$ cat config.mk
export PLATFORM = sky130hd
export DESIGN_NAME = bin_rtc
export DESIGN_NICKNAME = d
export VERILOG_FILES = /design/src/rtl/rtc_pkg.sv /design/src/rtl/rtc_prescaler.sv /design/src/rtl/rtc_seconds.sv /design/src/rtl/rtc_alarm_match.sv /design/src/rtl/bin_rtc.sv
export SDC_FILE = /design/constraint.sdc
export NUM_CORES = 1
export LEC_CHECK = 0
export ABC_CLOCK_PERIOD_IN_PS = 5850
export CORE_ASPECT_RATIO = 1.5
export CORE_MARGIN = 2
export CORE_UTILIZATION = 55
export DETAILED_ROUTE_END_ITERATION = 10
export GPL_TIMING_DRIVEN = 0
export HOLD_SLACK_MARGIN = 0.08
export PLACE_DENSITY = 0.83
export SETUP_SLACK_MARGIN = 0.4
export SYNTH_ARGS = -nofsm -noshare
export SYNTH_HDL_FRONTEND = slang
export SYNTH_HIERARCHICAL = 1
export SYNTH_SLANG_ARGS = --single-unit
$ cat constraint.sdc
create_clock -name clk -period 5.85 [get_ports clk]
set_input_delay 1.755 -clock clk [delete_from_list [all_inputs] [get_ports clk]]
set_output_delay 1.755 -clock clk [all_outputs]
set_load 0.01 [all_outputs]
$ cat src/rtl/rtc_pkg.sv
package rtc_pkg;
    localparam int BUS_W = 32;

    localparam logic [7:0] A_CTRL   = 8'h00;
    localparam logic [7:0] A_MODE   = 8'h04;
    localparam logic [7:0] A_PRESC  = 8'h08;
    localparam logic [7:0] A_ALM_LO = 8'h0C;
    localparam logic [7:0] A_ALM_HI = 8'h10;
    localparam logic [7:0] A_CMP_LO = 8'h14;
    localparam logic [7:0] A_CMP_HI = 8'h18;
    localparam logic [7:0] A_DT_LO  = 8'h20;
    localparam logic [7:0] A_DT_HI  = 8'h24;

    // control command / status bit positions
    localparam int C_START   = 0;
    localparam int C_STOP    = 1;
    localparam int C_ALM_ON  = 2;
    localparam int C_ALM_OFF = 3;
    localparam int C_UPLOAD  = 5;

    // mode bit positions
    localparam int M_CAL  = 0;
    localparam int M_WAKE = 1;
    localparam int M_CONT = 3;
    localparam int MODE_W = 4;

    typedef enum logic {UPL_IDLE, UPL_COPY} upl_state_t;
endpackage

$ cat src/rtl/rtc_prescaler.sv
module rtc_prescaler #(
    parameter int PW = 26
) (
    input  logic          clk,
    input  logic          rst_n,
    input  logic          run,
    input  logic          ref_en,
    input  logic          restart,
    input  logic [PW-1:0] limit,
    output logic          tick
);
    logic [PW-1:0] cnt_q;
    logic          adv;

    assign adv  = run & ref_en & ~restart;
    assign tick = adv && (cnt_q >= limit);

    always_ff @(posedge clk or negedge rst_n) begin
        if (!rst_n)
            cnt_q <= '0;
        else if (restart)
            cnt_q <= '0;
        else if (adv)
            cnt_q <= tick ? '0 : cnt_q + 1'b1;
    end
endmodule

$ cat src/rtl/rtc_seconds.sv
module rtc_seconds #(
    parameter int TW = 62
) (
    input  logic          clk,
    input  logic          rst_n,
    input  logic          tick,
    input  logic          load,
    input  logic [TW-1:0] load_val,
    output logic [TW-1:0] count,
    output logic [TW-1:0] count_next
);
    assign count_next = count + 1'b1;

    always_ff @(posedge clk or negedge rst_n) begin
        if (!rst_n)
            count <= '0;
        else if (load)
            count <= load_val;
        else if (tick)
            count <= count_next;
    end
endmodule

$ cat src/rtl/rtc_alarm_match.sv
module rtc_alarm_match #(
    parameter int TW = 62
) (
    input  logic          clk,
    input  logic          rst_n,
    input  logic          arm_on,
    input  logic          arm_off,
    input  logic          tick,
    input  logic [TW-1:0] cand,
    input  logic [TW-1:0] alarm,
    input  logic [TW-1:0] mask,
    output logic          armed,
    output logic          pend,
    output logic          hit
);
    logic match;

    assign match = (((cand ^ alarm) & mask) == '0);
    assign hit   = tick & armed & match & ~arm_off;

    always_ff @(posedge clk or negedge rst_n) begin
        if (!rst_n) begin
            armed <= 1'b0;
            pend  <= 1'b0;
        end else begin
            if (arm_off)
                armed <= 1'b0;
            else if (arm_on)
                armed <= 1'b1;

            if (arm_off)
                pend <= 1'b0;
            else if (hit)
                pend <= 1'b1;
        end
    end
endmodule

$ cat src/rtl/bin_rtc.sv
module bin_rtc
    import rtc_pkg::*;
#(
    parameter int PRESC_W = 26,
    parameter int TIME_W  = 62,
    parameter int ALARM_W = 43
) (
    input  logic             clk,
    input  logic             rst_n,
    input  logic             ref_en,
    input  logic             bus_wr,
    input  logic             bus_rd,
    input  logic [7:0]       bus_addr,
    input  logic [BUS_W-1:0] bus_wdata,
    output logic [BUS_W-1:0] bus_rdata,
    output logic             irq_o
);
    localparam int HI_W  = TIME_W - BUS_W;
    localparam int AHI_W = ALARM_W - BUS_W;

    logic [MODE_W-1:0]  mode_q;
    logic [PRESC_W-1:0] presc_q;
    logic [ALARM_W-1:0] alm_q;
    logic [TIME_W-1:0]  cmp_q;
    logic [TIME_W-1:0]  stage_q;
    logic               run_q;
    logic               done_q;
    upl_state_t         upl_q, upl_d;

    logic              ctrl_wr, up_cmd, do_load, tick, tick_ok;
    logic              armed, pend, hit, arm_off, wake_en, wake_halt;
    logic [TIME_W-1:0] count, count_next, alarm_ext;

    assign ctrl_wr   = bus_wr && (bus_addr == A_CTRL);
    assign up_cmd    = ctrl_wr && bus_wdata[C_UPLOAD];
    assign arm_off   = ctrl_wr && bus_wdata[C_ALM_OFF];
    assign wake_en   = mode_q[M_WAKE];
    assign alarm_ext = {{(TIME_W-ALARM_W){1'b0}}, alm_q};
    assign tick_ok   = tick & ~do_load;
    assign wake_halt = hit & wake_en & ~mode_q[M_CONT];
    assign irq_o     = pend & wake_en;

    // upload sequencer: state register
    always_ff @(posedge clk or negedge rst_n) begin
        if (!rst_n) upl_q <= UPL_IDLE;
        else        upl_q <= upl_d;
    end

    // upload sequencer: next state
    always_comb begin
        upl_d = upl_q;
        unique case (upl_q)
            UPL_IDLE: if (up_cmd) upl_d = UPL_COPY;
            UPL_COPY: upl_d = up_cmd ? UPL_COPY : UPL_IDLE;
        endcase
    end

    // upload sequencer: outputs
    always_comb begin
        do_load = 1'b0;
        unique case (upl_q)
            UPL_IDLE: do_load = 1'b0;
            UPL_COPY: do_load = 1'b1;
        endcase
    end

    // register file and run control
    always_ff @(posedge clk or negedge rst_n) begin
        if (!rst_n) begin
            mode_q  <= '0;
            presc_q <= '0;
            alm_q   <= '0;
            cmp_q   <= '0;
            stage_q <= '0;
            run_q   <= 1'b0;
            done_q  <= 1'b0;
        end else begin
            if (bus_wr) begin
                unique case (bus_addr)
                    A_MODE:   mode_q  <= bus_wdata[MODE_W-1:0];
                    A_PRESC:  presc_q <= bus_wdata[PRESC_W-1:0];
                    A_ALM_LO: alm_q[BUS_W-1:0] <= bus_wdata;
                    A_ALM_HI: alm_q[ALARM_W-1:BUS_W] <= bus_wdata[AHI_W-1:0];
                    A_CMP_LO: cmp_q[BUS_W-1:0] <= bus_wdata;
                    A_CMP_HI: cmp_q[TIME_W-1:BUS_W] <= bus_wdata[HI_W-1:0];
                    A_DT_LO:  stage_q[BUS_W-1:0] <= bus_wdata;
                    A_DT_HI:  stage_q[TIME_W-1:BUS_W] <= bus_wdata[HI_W-1:0];
                    default: ;
                endcase
            end
            if (ctrl_wr && bus_wdata[C_STOP])
                run_q <= 1'b0;
            else if (ctrl_wr && bus_wdata[C_START])
                run_q <= 1'b1;
            else if (wake_halt)
                run_q <= 1'b0;
            if (up_cmd)
                done_q <= 1'b0;
            else if (do_load)
                done_q <= 1'b1;
        end
    end

    rtc_prescaler #(.PW(PRESC_W)) u_presc (
        .clk(clk), .rst_n(rst_n), .run(run_q), .ref_en(ref_en),
        .restart(do_load), .limit(presc_q), .tick(tick)
    );

    rtc_seconds #(.TW(TIME_W)) u_secs (
        .clk(clk), .rst_n(rst_n), .tick(tick), .load(do_load),
        .load_val(stage_q), .count(count), .count_next(count_next)
    );

    rtc_alarm_match #(.TW(TIME_W)) u_alarm (
        .clk(clk), .rst_n(rst_n),
        .arm_on(ctrl_wr && bus_wdata[C_ALM_ON]), .arm_off(arm_off),
        .tick(tick_ok), .cand(count_next), .alarm(alarm_ext), .mask(cmp_q),
        .armed(armed), .pend(pend), .hit(hit)
    );

    // read mux
    always_comb begin
        bus_rdata = '0;
        if (bus_rd) begin
            unique case (bus_addr)
                A_CTRL: begin
                    bus_rdata[C_START]  = run_q;
                    bus_rdata[C_ALM_ON] = armed;
                    bus_rdata[C_UPLOAD] = done_q;
                end
                A_MODE:   bus_rdata = BUS_W'(mode_q);
                A_PRESC:  bus_rdata = BUS_W'(presc_q);
                A_ALM_LO: bus_rdata = alm_q[BUS_W-1:0];
                A_ALM_HI: bus_rdata = BUS_W'(alm_q[ALARM_W-1:BUS_W]);
                A_CMP_LO: bus_rdata = cmp_q[BUS_W-1:0];
                A_CMP_HI: bus_rdata = BUS_W'(cmp_q[TIME_W-1:BUS_W]);
                A_DT_LO:  bus_rdata = count[BUS_W-1:0];
                A_DT_HI:  bus_rdata = BUS_W'(count[TIME_W-1:BUS_W]);
                default:  bus_rdata = '0;
            endcase
        end
    end
endmodule

==> flow_summary_export.csv <==
group,metric,value,unit
status,outcome,"complete, no violations",
global_routing,gr-total-overflow,0,
clock_network,cts.sinks,290,
placement,dp_cells,2202,
placement,place_congestion,1.059,
synth,synth_warnings,6,
synth,synth_largest_area_cell,"dfrtp_1",
placement,place_area,0.01902,mm^2
global_routing,grt_pass1_vias,16100,
synth,yosys-top-cells-area,"dfrtp_1, mux2_2, xor2_1",
synth,netlist_area,0.01762,mm^2
critical_path,crit_buf_inv,7,
pwr,power.total,6.912,mW
sta,relSlewSlack,3.959,%
critical_path,start_kind,"primary input",
die,die_x,150.1,um
clock_network,ctsHoldBuffers,0,
cells_and_area,utilization,65.96,%
synth,ys_seq_area_share,41.19,%
cells_and_area,fill_cells,2444,
cells_and_area,area_growth,18.81,%
pwr,p_leak,9.286,nW
clock_network,cts-htree-levels,1,
sta,slew_violations,0,
sta,fin_crit,5.548,ns
routing,initialDrtViolationCount,1634,
die,pin_count,78,
cells_and_area,drive_above_1_share,25.70,%
synth,synthCells,1696,
sta,post-route-period-util,94.84,%
synth,synth_seq_cells,290,
routing,routed_wl,73.91,mm
critical_path,critPathTopFamily,"buffers and inverters",
critical_path,worst_path_most_repeated_cell,"buf_4",
sta,max_clock_freq,180.2,MHz
clock_network,clock_latency,0.59,ns
pwr,powerDensity,330.3,mW/mm^2
routing,drc,0,
cells_and_area,nNetsFinal,1946,
sta,hold_viol_final,0,
clock_network,clk_path_buf_depth,3,
critical_path,crit_path_max_fanout,4,
die,rows,80,
sta,rsz0062_at_grt,"true",
routing,dr_total_vias,16090,
min_path,min_path_type,"reg2reg",
synth,ys_async_sr_fraction,100.0,%
critical_path,crit_type,"in2out",
synth,synth_edf_count,0,
clock_network,path_clk_slew,0.06,ns
global_routing,antenna_found_initial,2,
sta,skew,0.01369,ns
synth,synth_ff_type,"dfrtp_1",
critical_path,crit_slowest_cell,"nor4b_4",
routing,vias_per_cell,6.978,
critical_path,path_cells,"buf_4, buf_6, buf_12, nor4b_4, buf_6, buf_4, buf_4, a22oi_1, o22a_1, a21oi_4, clkdlybuf4s15_2",
critical_path,worst_ep_required_time,4.09,ns
clock_network,cts_root_buffer,"clkbuf_16",
placement,numPortBuffers,75,
clock_network,tritoncts,"done",
sta,worst_pin_slew,1.430,ns
sta,finalSetupViolCount,0,
placement,dp_hpwl,52.61,mm
die,core_area,0.03173,mm^2
global_routing,grt_max_degree,118,
die,initial_core_util,55.52,%
global_routing,grt_pass1_wl,105.6,mm
synth,synth_top_area_share,41.19,%
pwr,ir_drop,256.1,uV
cells_and_area,layout.cells.non_filler,2306,
routing,first_pass_iters,6,
critical_path,slowest_delay,0.42,ns
critical_path,cp.arrival,3.79,ns
synth,syn_area_per_cell,10.39,um^2
cells_and_area,final_area,0.02093,mm^2
clock_network,cts-buffers-inserted,29,
flow_run,max_cap_viol_count,0,
synth,synthDistinctLibCells,84,
die,die_area,0.03351,mm^2
global_routing,gr-usage-all-layers,43.50,%
critical_path,endpoint_kind,"primary output",
routing,wl_per_cell,32.05,um
routing,ant_nets,0,
die,chipHeight,223.2,um
[synthesized netlist by cell type (15+ instances only)]
cell and n:
dfrtp_1 290, or3_1 15, xor2_1 124, nor2b_1 15
a22o_1 39, inv_1 45, xnor2_1 45, mux2_4 60
nor2_1 64, ha_1 28, or4_1 25, buf_2 35
nor3_1 36, nor4_1 21, mux2_2 145, clkbuf_1 45
a21oi_1 36, nand4_1 54, a22oi_1 63, nand3_1 60
nand2_1 155, a31oi_1 30, o21ai_0 58
[worst register-to-register path, cell delays in order (launching register included)]
cell and delay, ns:
dfrtp_1 0.53, nand3_1 0.35, nor4_4 0.85, nand4_2 0.63, buf_2 0.44, nor3_1 0.30, xor2_1 0.14, xor2_1 0.16
a22oi_1 0.52, nand4_1 0.21, or4_1 0.65, nor2_1 0.15, nand2_1 0.06, o21ai_0 0.17, a22oi_1 0.09
[layer usage]
| layer | GRT usage [%] | share of wire, % | vias to the layer above | wire (um) |
|---|---|---|---|---|
| met2 | 67.70 | 45 | 1163 | 33290 |
| met5 | 0 | 0.041 | - | 30 |
| met1 | 47.58 | 33 | 7870 | 24070 |
| met3 | 11.84 | 10 | 474 | 7495 |
| li1 | - | - | 6580 | - |
| met4 | 40.08 | 12 | 4 | 9016 |
[state kept, by name, indices dropped and copies added (netlist names)]
| register | cells |
|---|---|
| alm_q | 43 |
| cmp_q | 62 |
| done_q | 1 |
| mode_q | 4 |
| presc_q | 26 |
| run_q | 1 |
| stage_q | 62 |
| u_alarm/armed | 1 |
| u_alarm/pend | 1 |
| u_presc/cnt_q | 26 |
| u_secs/count | 62 |
| upl_q | 1 |
[placed cells by master (no fill, tap or decap), types with 15 or more instances in the layout]
cell	instances
nor3_1	33
clkbuf_1	37
inv_1	45
a22oi_1	61
nand4_1	54
nand3_1	60
clkdlybuf4s50_1	34
mux2_4	60
mux2_2	145
buf_4	48
xor2_1	124
buf_2	47
nand2_1	155
clkbuf_16	32
a31oi_1	28
o21ai_0	58
ha_1	28
a22o_1	38
conb_1	19
or4_1	24
or3_1	15
nor2_1	64
buf_6	22
nor4_1	18
xnor2_1	45
dfrtp_1	290
a21oi_1	20
[through the flow]
| stage | worst slack (ns) | hold slack [ns] | TNS [ns] |
|---|---|---|---|
| floorplan | 0.7934 | 0.4364 | 0 |
| global placement | -9.418 | 0.4505 | -2751.92 |
| detailed placement | -1.347 | 0.4677 | -30.04 |
| CTS | 0.4009 | 0.4827 | 0 |
| global route | 0.2864 | 0.5093 | 0 |
| finish | 0.3018 | 0.4761 | 0 |
[worst paths after layout]
path / slack (ns) / from / to / cells after the start
setup / recovery: 0.30 / bus_addr[4] / bus_rdata[13] / 11
hold / removal: 0.48 / stage_q[4] / u_secs/count[4] / 2
setup reg to reg: 0.44 / u_secs/count[0] / run_q / 14
hold reg to reg: 0.48 / stage_q[4] / u_secs/count[4] / 2
max in group asynchronous: 3.28 / rst_n / cmp_q[60] / 3
min in group asynchronous: 1.17 / rst_n / u_presc/cnt_q[23] / 1
[cell type report]
cell class                      instances  area, um^2  share of cell area [%]
Antenna cell                            1       2.502                 0.01196
Inverter                               47       176.4                  0.8429
Timing Repair Buffer                  128        1169                   5.583
Tap cell                              410       513.0                   2.451
Multi-Input combinational cell       1271       10020                   47.87
Clock inverter                         14       177.7                  0.8489
Buffer                                106       812.0                   3.880
Clock buffer                           39       803.3                   3.838
Sequential cell                       290        7257                   34.67
[cells by family after synthesis]
family | synth area share (%)
AO/OA/AOI/OAI | 11.97
XOR/XNOR | 8.402
adder cells (fa/ha/maj) | 1.989
buffers and inverters | 4.219
flip-flops | 41.19
multiplexers | 15.54
other | 0.02129
AND/OR/NAND/NOR | 16.67
[what timing repair did]
| item | 4_1_cts | 5_1_grt |
|---|---|---|
| gates resized for setup | 229 | 44 |
| buffers inserted | 41 | 9 |
| setup endpoints to repair | 41 | 39 |
| pin swaps | 35 | 11 |
[where the power goes]
| part | switching, mW | internal (mW) | total [mW] | leakage (nW) |
|---|---|---|---|---|
| clock | 0.845 | 1.14 | 1.98 | 0.490 |
| combinational | 1.64 | 0.795 | 2.44 | 5.09 |
| sequential | 0.303 | 2.19 | 2.49 | 3.71 |
Note: power is estimated with default switching activity, not from simulation.
